==> config.mk <==
export PLATFORM = sky130hd
export DESIGN_NAME = irq_fiq_aggregator
export DESIGN_NICKNAME = d
export VERILOG_FILES = /design/src/rtl/irqagg_pkg.sv /design/src/rtl/irqagg_sync.sv /design/src/rtl/irqagg_latch.sv /design/src/rtl/irqagg_bank.sv /design/src/rtl/irq_fiq_aggregator.sv
export SDC_FILE = /design/constraint.sdc
export NUM_CORES = 1
export LEC_CHECK = 0
export CAP_MARGIN = 20
export CORE_ASPECT_RATIO = 2
export CORE_MARGIN = 5
export CORE_UTILIZATION = 41
export CTS_CLUSTER_SIZE = 40
export DETAILED_ROUTE_END_ITERATION = 10
export PLACE_DENSITY = 0.66
export SLEW_MARGIN = 10
export SYNTH_ARGS = -nofsm -noshare
export SYNTH_HDL_FRONTEND = slang
export SYNTH_SLANG_ARGS = --single-unit
==> constraint.sdc <==
create_clock -name clk -period 5.4 [get_ports clk]
set_clock_uncertainty 0.05 [all_clocks]
set_input_delay 1.62 -clock clk [delete_from_list [all_inputs] [get_ports clk]]
set_output_delay 1.62 -clock clk [all_outputs]
set_load 0.005 [all_outputs]
==> src/rtl/irqagg_pkg.sv <==
// Package: shared register map, bit positions and widths for the
// latched/level interrupt controller.
// Assumes an 8-bit register bus and a 4-bit register address.
package irqagg_pkg;

    localparam int REG_W     = 8;
    localparam int ADDR_W    = 4;
    localparam int NUM_BANKS = 3;

    // Register addresses (request A address doubles as the clear register).
    localparam logic [ADDR_W-1:0] ADDR_STAT_A = 4'h0;
    localparam logic [ADDR_W-1:0] ADDR_REQ_A  = 4'h1;
    localparam logic [ADDR_W-1:0] ADDR_MASK_A = 4'h2;
    localparam logic [ADDR_W-1:0] ADDR_STAT_B = 4'h4;
    localparam logic [ADDR_W-1:0] ADDR_REQ_B  = 4'h5;
    localparam logic [ADDR_W-1:0] ADDR_MASK_B = 4'h6;
    localparam logic [ADDR_W-1:0] ADDR_STAT_F = 4'h8;
    localparam logic [ADDR_W-1:0] ADDR_REQ_F  = 4'h9;
    localparam logic [ADDR_W-1:0] ADDR_MASK_F = 4'hA;

    // Status A latched field: bits LATA_LO .. LATA_LO+LATA_W-1
    // (fall, rise, power-on, timer0, timer1 from low to high).
    localparam int LATA_LO = 2;
    localparam int LATA_W  = 5;
    localparam int FORCE_BIT = 7;

    // Status B latched field: tx-empty in bit 6, rx-full in bit 7.
    localparam int LATB_LO = 6;
    localparam int LATB_W  = 2;

    // Bank index for the three mask/request banks.
    typedef enum logic [1:0] {
        BANK_A = 2'd0,
        BANK_B = 2'd1,
        BANK_F = 2'd2
    } bank_e;

    // Mask register address of a bank.
    function automatic logic [ADDR_W-1:0] mask_addr_of(input int bank);
        case (bank)
            0:       return ADDR_MASK_A;
            1:       return ADDR_MASK_B;
            default: return ADDR_MASK_F;
        endcase
    endfunction

endpackage

==> src/rtl/irqagg_sync.sv <==
// Module: multi-stage synchronizer for a vector of asynchronous pins.
// Each bit passes through STAGES flops; reset loads RST_VAL so idle
// pins do not look like events after reset.
module irqagg_sync #(
    parameter int           W       = 8,
    parameter int           STAGES  = 2,
    parameter logic [W-1:0] RST_VAL = '0
) (
    input  logic         clk,
    input  logic         rst_n,
    input  logic [W-1:0] d,
    output logic [W-1:0] q
);

    logic [W-1:0] stage_q [STAGES];

    // First stage samples the pin.
    always_ff @(posedge clk) begin
        if (!rst_n) stage_q[0] <= RST_VAL;
        else        stage_q[0] <= d;
    end

    genvar s;
    generate
        for (s = 1; s < STAGES; s++) begin : g_stage
            // Later stages shift the sample along the chain.
            always_ff @(posedge clk) begin
                if (!rst_n) stage_q[s] <= RST_VAL;
                else        stage_q[s] <= stage_q[s-1];
            end
        end
    endgenerate

    assign q = stage_q[STAGES-1];

endmodule

==> src/rtl/irqagg_latch.sv <==
// Module: vector of sticky event bits. A set pulse makes a bit 1; a
// clear pulse makes it 0; set wins when both arrive in one cycle.
// Reset loads RST_VAL (used to mark power-on).
module irqagg_latch #(
    parameter int           W       = 5,
    parameter logic [W-1:0] RST_VAL = '0
) (
    input  logic         clk,
    input  logic         rst_n,
    input  logic [W-1:0] set_i,
    input  logic [W-1:0] clr_i,
    output logic [W-1:0] q
);

    // Hold, clear, then apply set with priority.
    always_ff @(posedge clk) begin
        if (!rst_n) q <= RST_VAL;
        else        q <= (q & ~clr_i) | set_i;
    end

endmodule

==> src/rtl/irqagg_bank.sv <==
// Module: one mask/request bank. Holds the mask register written at
// MASK_ADDR and forms request = status & mask and its OR-reduction.
// Mask resets to zero so nothing fires before software enables it.
module irqagg_bank
    import irqagg_pkg::*;
#(
    parameter logic [ADDR_W-1:0] MASK_ADDR = ADDR_MASK_A
) (
    input  logic              clk,
    input  logic              rst_n,
    input  logic              reg_wr,
    input  logic [ADDR_W-1:0] reg_addr,
    input  logic [REG_W-1:0]  reg_wdata,
    input  logic [REG_W-1:0]  status,
    output logic [REG_W-1:0]  mask,
    output logic [REG_W-1:0]  req,
    output logic              any_req
);

    logic mask_we;

    // Decode this bank's mask write.
    assign mask_we = reg_wr && (reg_addr == MASK_ADDR);

    // Mask register.
    always_ff @(posedge clk) begin
        if (!rst_n)       mask <= '0;
        else if (mask_we) mask <= reg_wdata;
    end

    // Request bits and their reduction.
    always_comb begin
        req     = status & mask;
        any_req = |req;
    end

endmodule

==> src/rtl/irq_fiq_aggregator.sv <==
// Module: top of the interrupt controller. Synchronizes external pins,
// detects edges against the previous synchronized sample, keeps the
// sticky event bits, assembles the three status bytes, and feeds them
// to three mask/request banks whose reductions form irq_out / fiq_out.
// Assumes internal event pulses are already in the clk domain.
module irq_fiq_aggregator
    import irqagg_pkg::*;
#(
    parameter int SYNC_STAGES = 2
) (
    input  logic              clk,
    input  logic              rst_n,
    input  logic [7:0]        irq_lvl_n,
    input  logic              edge_fall_in,
    input  logic              edge_rise_in,
    input  logic [1:0]        fiq_lvl_hi,
    input  logic              fiq_lvl_n,
    input  logic [2:0]        ctl_lvl_n,
    input  logic              tmr0_evt,
    input  logic              tmr1_evt,
    input  logic              rx_full_evt,
    input  logic              rx_data_rd,
    input  logic              tx_empty_evt,
    input  logic              tx_data_wr,
    input  logic [ADDR_W-1:0] reg_addr,
    input  logic              reg_wr,
    input  logic [REG_W-1:0]  reg_wdata,
    output logic [REG_W-1:0]  reg_rdata,
    output logic              irq_out,
    output logic              fiq_out
);

    localparam int FQ_W = 6;
    localparam logic [FQ_W-1:0] FQ_IDLE   = 6'b111100;
    localparam logic [1:0]      EDGE_IDLE = 2'b01;   // {rise, fall}
    localparam logic [LATA_W-1:0] LATA_RST = 5'b00100; // power-on set

    logic [7:0]        lvl_s;
    logic [FQ_W-1:0]   fq_s;
    logic [1:0]        edge_s;
    logic [1:0]        edge_prev;
    logic              fall_evt;
    logic              rise_evt;
    logic              clr_wr;
    logic [LATA_W-1:0] lat_a;
    logic [LATA_W-1:0] lat_a_set;
    logic [LATA_W-1:0] lat_a_clr;
    logic [LATB_W-1:0] lat_b;
    logic [REG_W-1:0]  status_a;
    logic [REG_W-1:0]  status_b;
    logic [REG_W-1:0]  status_f;
    logic [REG_W-1:0]  mask_a;
    logic [REG_W-1:0]  mask_b;
    logic [REG_W-1:0]  mask_f;
    logic [REG_W-1:0]  stat_arr [NUM_BANKS];
    logic [REG_W-1:0]  mask_arr [NUM_BANKS];
    logic [REG_W-1:0]  req_arr  [NUM_BANKS];
    logic [NUM_BANKS-1:0] any_arr;

    irqagg_sync #(.W(8), .STAGES(SYNC_STAGES), .RST_VAL(8'hFF)) u_sync_lvl (
        .clk(clk), .rst_n(rst_n), .d(irq_lvl_n), .q(lvl_s)
    );

    irqagg_sync #(.W(FQ_W), .STAGES(SYNC_STAGES), .RST_VAL(FQ_IDLE)) u_sync_fq (
        .clk(clk), .rst_n(rst_n),
        .d({ctl_lvl_n, fiq_lvl_n, fiq_lvl_hi}), .q(fq_s)
    );

    irqagg_sync #(.W(2), .STAGES(SYNC_STAGES), .RST_VAL(EDGE_IDLE)) u_sync_edge (
        .clk(clk), .rst_n(rst_n),
        .d({edge_rise_in, edge_fall_in}), .q(edge_s)
    );

    // Previous synchronized edge sample for change detection.
    always_ff @(posedge clk) begin
        if (!rst_n) edge_prev <= EDGE_IDLE;
        else        edge_prev <= edge_s;
    end

    // Edge detection and clear-register decode.
    always_comb begin
        fall_evt  = edge_prev[0] & ~edge_s[0];
        rise_evt  = edge_s[1] & ~edge_prev[1];
        clr_wr    = reg_wr && (reg_addr == ADDR_REQ_A);
        lat_a_set = {tmr1_evt, tmr0_evt, 1'b0, rise_evt, fall_evt};
        lat_a_clr = clr_wr ? reg_wdata[LATA_LO +: LATA_W] : '0;
    end

    irqagg_latch #(.W(LATA_W), .RST_VAL(LATA_RST)) u_lat_a (
        .clk(clk), .rst_n(rst_n), .set_i(lat_a_set), .clr_i(lat_a_clr), .q(lat_a)
    );

    irqagg_latch #(.W(LATB_W), .RST_VAL('0)) u_lat_b (
        .clk(clk), .rst_n(rst_n),
        .set_i({rx_full_evt, tx_empty_evt}),
        .clr_i({rx_data_rd, tx_data_wr}),
        .q(lat_b)
    );

    // Assemble the three status bytes.
    always_comb begin
        status_a = {1'b1, lat_a, ~lvl_s[7], ~lvl_s[6]};
        status_b = {lat_b, ~lvl_s[5:0]};
        status_f = {1'b1, 1'b0, ~fq_s[5:2], fq_s[1:0]};
    end

    assign stat_arr[BANK_A] = status_a;
    assign stat_arr[BANK_B] = status_b;
    assign stat_arr[BANK_F] = status_f;

    genvar b;
    generate
        for (b = 0; b < NUM_BANKS; b++) begin : g_bank
            irqagg_bank #(.MASK_ADDR(mask_addr_of(b))) u_bank (
                .clk(clk), .rst_n(rst_n),
                .reg_wr(reg_wr), .reg_addr(reg_addr), .reg_wdata(reg_wdata),
                .status(stat_arr[b]), .mask(mask_arr[b]),
                .req(req_arr[b]), .any_req(any_arr[b])
            );
        end
    endgenerate

    assign mask_a = mask_arr[BANK_A];
    assign mask_b = mask_arr[BANK_B];
    assign mask_f = mask_arr[BANK_F];

    // Output request lines.
    assign irq_out = any_arr[BANK_A] | any_arr[BANK_B];
    assign fiq_out = any_arr[BANK_F];

    // Register read multiplexer.
    always_comb begin
        case (reg_addr)
            ADDR_STAT_A: reg_rdata = status_a;
            ADDR_REQ_A:  reg_rdata = req_arr[BANK_A];
            ADDR_MASK_A: reg_rdata = mask_a;
            ADDR_STAT_B: reg_rdata = status_b;
            ADDR_REQ_B:  reg_rdata = req_arr[BANK_B];
            ADDR_MASK_B: reg_rdata = mask_b;
            ADDR_STAT_F: reg_rdata = status_f;
            ADDR_REQ_F:  reg_rdata = req_arr[BANK_F];
            ADDR_MASK_F: reg_rdata = mask_f;
            default:     reg_rdata = '0;
        endcase
    end

endmodule

==> results of run 1 <==
==> per-layer routing <==
layer	part of all wire [%]	up-vias	GRT usage, %
met1	39	1142	19.4
li1	-	1191	-
met3	4.5	18	3.75
met4	2.4	0	9.78
met5	0	-	0
met2	54	77	34.1
==> state kept, by name (all words and copies together) (netlist names) <==
name / flops
g_bank.u_bank.mask: 24
u_sync_lvl.stage_q: 16
u_sync_fq.stage_q: 12
u_lat_a.q: 5
u_sync_edge.stage_q: 4
edge_prev: 2
u_lat_b.q: 2
==> layout make-up <==
class	instances	share of cell area, %
multi-input cells	207	36.6
flip-flops and latches	65	33.9
repair buffers	68	16.4
clock buffers	11	6.59
well taps	90	2.94
clock inverters	5	2.02
inverters	16	1.57
==> report_power, final <==
group / switching [mW] / total [mW] / internal [mW]
Combinational: 0.0489 / 0.109 / 0.0597
Sequential: 0.0101 / 0.507 / 0.497
Clock: 0.202 / 0.629 / 0.427
==> kinds of logic after synthesis <==
group / share of synthesized area (%)
buf+inv: 6.14
simple gates: 25.3
compound gates: 13.2
mux: 10.1
flops: 45.3
==> worst min-delay path by stage <==
stage / to / slack [ps] / depth (start not counted)
finish: u_sync_fq.stage_q[1][4]$_SDFF_PN1_ / 350 / 1
global route: u_sync_fq.stage_q[1][3]$_SDFF_PN1_ / 360 / 1
detailed placement: u_sync_fq.stage_q[1][4]$_SDFF_PN1_ / 340 / 1
floorplan: u_sync_edge.stage_q[1][0]$_SDFF_PN1_ / 340 / 1
CTS: u_sync_fq.stage_q[1][4]$_SDFF_PN1_ / 350 / 1
global placement: u_sync_lvl.stage_q[1][3]$_SDFF_PN1_ / 340 / 1
==> what timing repair did <==
action | CTS | global route
setup endpoints to repair | 3 | 7
buffers inserted | 0 | 0
gates resized for setup | 2 | 3
hold buffers | 0 | 0
==> worst max-delay path: cells and delay by family <==
family                 cells  cell delay, ps
buffers and inverters      2             980
and+or+nand+nor            2             760
AOI/OAI and AO/OA          2             240
==> synthesized netlist by cell type, drive strengths merged <==
cell type / n
and4: 1
nor4: 2
and3: 3
or3: 2
nand3: 6
a211oi: 1
a22oi: 4
inv: 16
a222oi: 1
o21ai: 14
a2111oi: 2
o22ai: 4
nor2b: 29
or4: 1
a221oi: 3
buf: 10
o21a: 3
o211ai: 2
dfxtp: 65
nor2: 6
nand2: 11
a31o: 1
nor3b: 3
nand3b: 4
nand4: 5
mux2i: 29
o2111ai: 1
a32oi: 2
a21oi: 9
clkbuf: 12
o221ai: 1
o32a: 1
a31oi: 5
nor3: 6
nand2b: 33
nor4b: 1
and2: 7
and2b: 1
a41oi: 3
==> summary.md, run 1 <==
| Metric | Value |
|---|---|
| Pin count of the biggest net entering global routing | `49` |
| Fin util | `55.7%` |
| Num Clock Sinks | `65` |
| Root Buffer | `clkbuf_16` |
| Worst Setup Start Kind | `input port` |
| Synth-to-layout area growth | `33.4%` |
| Die Wd | `69.2 um` |
| Cell Count, Final, Fillers Out | `462` |
| Drt first pass iters | `4` |
| N_diodes | `0` |
| Post-layout min period | `5290 ps` |
| Mapped Area | `2870 um^2` |
| Num ports | `47` |
| Clock slew at reported path FFs | `50 ps` |
| Peak supply drop | `0.234 mV` |
| Power Total | `1.24 mW` |
| Yosys cell types | `43` |
| RSZ-0062 raised after global routing | `no` |
| Worst r2r dst | `u_lat_a.q[3]$_SDFF_PN0_` |
| FF+latch area | `1300 um^2` |
| Synth warnings | `0` |
| Die area | `8890 um^2` |
| DP HPWL | `6060 um` |
| Final Cycle Share | `97.9%` |
| Syn_area_per_cell | `9.27 um^2` |
| Largest stage delay, worst path | `520 ps` |
| Critical Path End Type | `primary output` |
| Crit Path Max Fanout | `4` |
| #FFs+latches synth | `65` |
| Arrival time at the worst endpoint | `3620 ps` |
| Min-delay src | `u_sync_fq.stage_q[0][4]$_SDFF_PN1_` |
| First-pass GRT wire length | `12,600 um` |
| Initial cell density of the core | `41.7%` |
| Port bufs | `46` |
| Setup crit start | `reg_addr[2]` |
| Pwr Density | `325 nW/um^2` |
| Register area share after synthesis | `45.3%` |
| Top cells by area in the synthesized netlist | `dfxtp_1 45%, mux2i_1 10%, nand2b_1 7.2%, nor2b_1 6.1%, o21ai_0 2.4%` |
| Reg2reg path depth | `2` |
| WHS | `353 ps` |
| Core Area | `6890 um^2` |
| Slew HR | `53.8%` |
| DRC viols | `0` |
| WL final | `7960 um` |
| Synth Instances | `310` |
| FP Rows | `43` |
| WL per Instance | `17.2 um` |
| Filler cell count | `685` |
| Setup WS post-layout | `113 ps` |
| Critical path endpoint | `reg_rdata[5]` |
| Global placement routability congestion | `0.902` |
| DR vias/cell | `5.26` |
| Setup CP Type | `in -> out` |
| Cell area after layout | `3830 um^2` |
| Syn_nets | `347` |
| Placed Area | `3490 um^2` |
| Slowest stage cell on the critical path | `clkdlybuf4s50_1` |
| Status | `finished clean` |
| Remaining global-route overflow | `0` |
| R2R setup slack | `4600 ps` |
| 1st-iter DRT viols | `234` |
| Achievable Freq | `189 MHz` |
| DR vias | `2,428` |
| Fin. Hold Viols | `0` |
| Routed Antenna Nets | `0` |
| Share of the synthesized area in the top cell type | `45.3%` |
| Setup Total Neg Slack | `0 ps` |
| Reg-to-Reg Start | `u_lat_a.q[3]$_SDFF_PN0_` |
| Commonest non-fill, non-tap cell in the layout | `dfxtp_1` |
| Final net count | `404` |
| H-tree depth | `3` |
| Max-slew violation count | `0` |
| Worst-Skew Late Latency | `330 ps` |
| Cts bufs inserted | `9` |
| Max-cap viol count | `0` |
| Hold crit path type | `reg -> reg` |
| Critical Path Most Common Cell | `clkdlybuf4s50_1` |
| CTS max path bufs | `2` |
| Placed Cells | `446` |
| Share of layout cells above drive strength 1 | `11.8%` |
| CP required | `3730 ps` |
| Area of the multi-input gates | `1400 um^2` |
| CTS tree | `yes` |
| Pre-CTS setup slack | `-78.7 ps` |
| Vias in the first global route | `2,416` |
| Leakage | `1.44 nW` |
| Post-synth top area cell | `dfxtp_1` |
| Initial antenna violation count | `0` |
| Most frequent cells in the layout | `65 x dfxtp_1, 42 x clkdlybuf4s50_1, 33 x nand2b_1, 29 x mux2i_1, 26 x nor2b_1` |
| Slew at the pin closest to its max-slew limit | `693 ps` |
| Critical path, cell by cell | `clkdlybuf4s50_1 -> and2b_1 -> a22oi_1 -> o22ai_1 -> or4_1 -> clkdlybuf4s50_1` |
| Height of the chip | `128 um` |
| Final setup vio count | `0` |
| Total GRT Usage | `18.5%` |
No activity file was read; power rests on OpenSTA's default activity.
==> run 2: changes to the inputs <==
--- a/config.mk
+++ b/config.mk
@@ -6,7 +6,7 @@
 export NUM_CORES = 1
 export LEC_CHECK = 0
 export CAP_MARGIN = 20
-export CORE_ASPECT_RATIO = 2
+export CORE_ASPECT_RATIO = 0.5
 export CORE_MARGIN = 5
 export CORE_UTILIZATION = 41
 export CTS_CLUSTER_SIZE = 40
==> run 2 against run 1 <==
Net effect: utilization up 0.23 points; final cell count decreased by 0.65%; critical path depth did not move; global-route usage rose by 0.32 points; count of clock-buffer cells in the layout is 2 lower; worst setup slack improved by 14 ps; register-to-register slack got worse by 30 ps; first-iteration DRC count shrank 14%; clock power is 7.2% lower; critical path type unchanged.
==> summary.md, run 2 (synthesized netlist as in run 1, its figures left out) <==
| Metric | Value |
|---|---|
| Max-slew violation count | `0 (unchanged)` |
| Setup CP Type | `in -> out (unchanged)` |
| WL per Instance | `17.3 um (was 17.2 um)` |
| Slowest stage cell on the critical path | `clkdlybuf4s50_1 (unchanged)` |
| Vias in the first global route | `2,357 (was 2,416)` |
| Crit Path Max Fanout | `4 (unchanged)` |
| Remaining global-route overflow | `0 (unchanged)` |
| Cts bufs inserted | `9 (unchanged)` |
| Worst Setup Start Kind | `input port (unchanged)` |
| WL final | `7940 um (was 7960 um)` |
| Pin count of the biggest net entering global routing | `68 (was 49)` |
| Max-cap viol count | `0 (unchanged)` |
| Die area | `8890 um^2 (unchanged)` |
| Cell area after layout | `3770 um^2 (was 3830 um^2)` |
| N_diodes | `0 (unchanged)` |
| Min-delay src | `u_sync_lvl.stage_q[0][2]$_SDFF_PN1_ (was u_sync_fq.stage_q[0][4]$_SDFF_PN1_)` |
| Die Wd | `128 um (was 69.2 um)` |
| Critical path, cell by cell | `clkdlybuf4s50_1 -> and2b_1 -> a22oi_1 -> o22ai_1 -> or4_1 -> clkdlybuf4s50_1 (unchanged)` |
| Setup Total Neg Slack | `0 ps (unchanged)` |
| Placed Cells | `443 (was 446)` |
| Combinational share of power | `8.9% (was 8.7%)` |
| Num Clock Sinks | `65 (unchanged)` |
| DR vias | `2,390 (was 2,428)` |
| DRC viols | `0 (unchanged)` |
| Peak supply drop | `0.219 mV (was 0.234 mV)` |
| DR vias/cell | `5.21 (was 5.26)` |
| Reg-to-Reg Start | `u_lat_a.q[4]$_SDFF_PN0_ (was u_lat_a.q[3]$_SDFF_PN0_)` |
| Switch share | `23.6% (was 21.0%)` |
| Sequential power share | `42.4% (was 40.7%)` |
| Initial antenna violation count | `0 (unchanged)` |
| Clock slew at reported path FFs | `60 ps (was 50 ps)` |
| CP required | `3730 ps (about the same)` |
| Setup Buffers After CTS | `0 (unchanged)` |
| CTS max path bufs | `2 (unchanged)` |
| Clock power frac | `48.7% (was 50.5%)` |
| Height of the chip | `69.2 um (was 128 um)` |
| Filler cell count | `654 (was 685)` |
| Num ports | `47 (unchanged)` |
| Drt first pass iters | `4 (unchanged)` |
| First-pass GRT wire length | `12,800 um (was 12,600 um)` |
| Worst-Skew Late Latency | `330 ps (about the same)` |
| Setup crit start | `reg_addr[2] (unchanged)` |
| Most frequent cells in the layout | `65 x dfxtp_1, 43 x clkdlybuf4s50_1, 33 x nand2b_1, 29 x mux2i_1, 27 x nor2b_1 (was 65 x dfxtp_1, 42 x clkdlybuf4s50_1, 33 x nand2b_1, 29 x mux2i_1, 26 x nor2b_1)` |
| Final net count | `399 (was 404)` |
| Synth-to-layout area growth | `31.3% (was 33.4%)` |
| DP HPWL | `5780 um (was 6060 um)` |
| Hold crit path type | `reg -> reg (unchanged)` |
| Critical Path End Type | `primary output (unchanged)` |
| Pwr Density | `318 nW/um^2 (was 325 nW/um^2)` |
| Fin. Hold Viols | `0 (unchanged)` |
| Critical Path Most Common Cell | `clkdlybuf4s50_1 (unchanged)` |
| Total GRT Usage | `18.8% (was 18.5%)` |
| Power Total | `1.20 mW (was 1.24 mW)` |
| Share of layout cells above drive strength 1 | `10.6% (was 11.8%)` |
| Port bufs | `46 (unchanged)` |
| CTS tree | `yes (unchanged)` |
| Final Cycle Share | `97.6% (was 97.9%)` |
| Final setup vio count | `0 (unchanged)` |
| Biggest register | `g_bank.u_bank.mask (unchanged)` |
| Cell Count, Final, Fillers Out | `459 (was 462)` |
| Arrival time at the worst endpoint | `3600 ps (was 3620 ps)` |
| 1st-iter DRT viols | `201 (was 234)` |
| H-tree depth | `3 (unchanged)` |
| Status | `finished clean (unchanged)` |
| Area of the multi-input gates | `1400 um^2 (about the same)` |
| Slew at the pin closest to its max-slew limit | `993 ps (was 693 ps)` |
| Largest stage delay, worst path | `530 ps (was 520 ps)` |
| WHS | `354 ps (was 353 ps)` |
| Max reg flops | `24 (unchanged)` |
| Commonest non-fill, non-tap cell in the layout | `dfxtp_1 (unchanged)` |
| Top delay family on crit path | `buffers and inverters (unchanged)` |
| Placed Area | `3460 um^2 (was 3490 um^2)` |
| Root Buffer | `clkbuf_16 (unchanged)` |
| FP Rows | `21 (was 43)` |
| Hold_buf cts | `0 (unchanged)` |
| Leakage | `1.39 nW (was 1.44 nW)` |
| Routed Antenna Nets | `0 (unchanged)` |
| RSZ-0062 raised after global routing | `no (unchanged)` |
| Internal Power | `915 uW (was 984 uW)` |
| Core Area | `6750 um^2 (was 6890 um^2)` |
| Initial cell density of the core | `42.6% (was 41.7%)` |
| Sw Pwr | `284 uW (was 261 uW)` |
| Worst Path Buf+Inv | `2 (unchanged)` |
| Regs by FF count | `g_bank.u_bank.mask x24, u_sync_lvl.stage_q x16, u_sync_fq.stage_q x12 (unchanged)` |
| FF+latch area | `1300 um^2 (unchanged)` |
| Achievable Freq | `190 MHz (was 189 MHz)` |
| Slew HR | `33.8% (was 53.8%)` |
| Post-layout min period | `5270 ps (was 5290 ps)` |
| Global placement routability congestion | `0.935 (was 0.902)` |
[run 2: timing repair]
action / 4_1_cts / 5_1_grt
hold endpoints to repair: 0 / 0
resized for setup: 0 / 5
endpoints found under the setup margin: 0 / 6
[run 2: area by class of cell]
cell class              count  share of cell area (%)
clock buffers               9                    5.97
clock inverters             7                    2.06
inverters                  16                    1.59
multi-input cells         207                    37.2
flip-flops and latches     65                    34.5
well taps                  92                    3.05
repair buffers             63                    15.7
[run 2: routing by layer]
metal,part of all wire (%),wire [um],GRT usage (%),up-vias
met5,0,0,0,-
met2,39,3100,25.1,93
met3,7.5,594,5.31,11
li1,-,-,-,1182
met4,1.6,129,5.76,0
met1,52,4110,28.6,1104
[run 2: final timing paths]
path | endpoint | depth (start not counted) | slack (ps)
max | reg_rdata[5] | 6 | 130
min | u_sync_lvl.stage_q[1][2]$_SDFF_PN1_ | 1 | 350
max reg2reg | u_lat_a.q[4]$_SDFF_PN0_ | 2 | 4570
min reg2reg | u_sync_lvl.stage_q[1][2]$_SDFF_PN1_ | 1 | 350
[run 2: through the flow]
step	utilization, %	worst slack [ps]
3_5_place_dp	51.2	78.4
6_report	55.9	128
2_1_floorplan	-	992
5_1_grt	55.9	16.2
4_1_cts	55.7	72.1
3_3_place_gp	51.2	121
[run 2: power groups by stage]
stage	registers, mW	logic, mW	clock network (mW)
after CTS	0.507	0.106	0.596
final	0.508	0.107	0.584
after detailed placement	0.518	0.105	0
after global placement	0.518	0.104	0
after global routing	0.510	0.116	0.624
after floorplan	0.513	0.0536	0
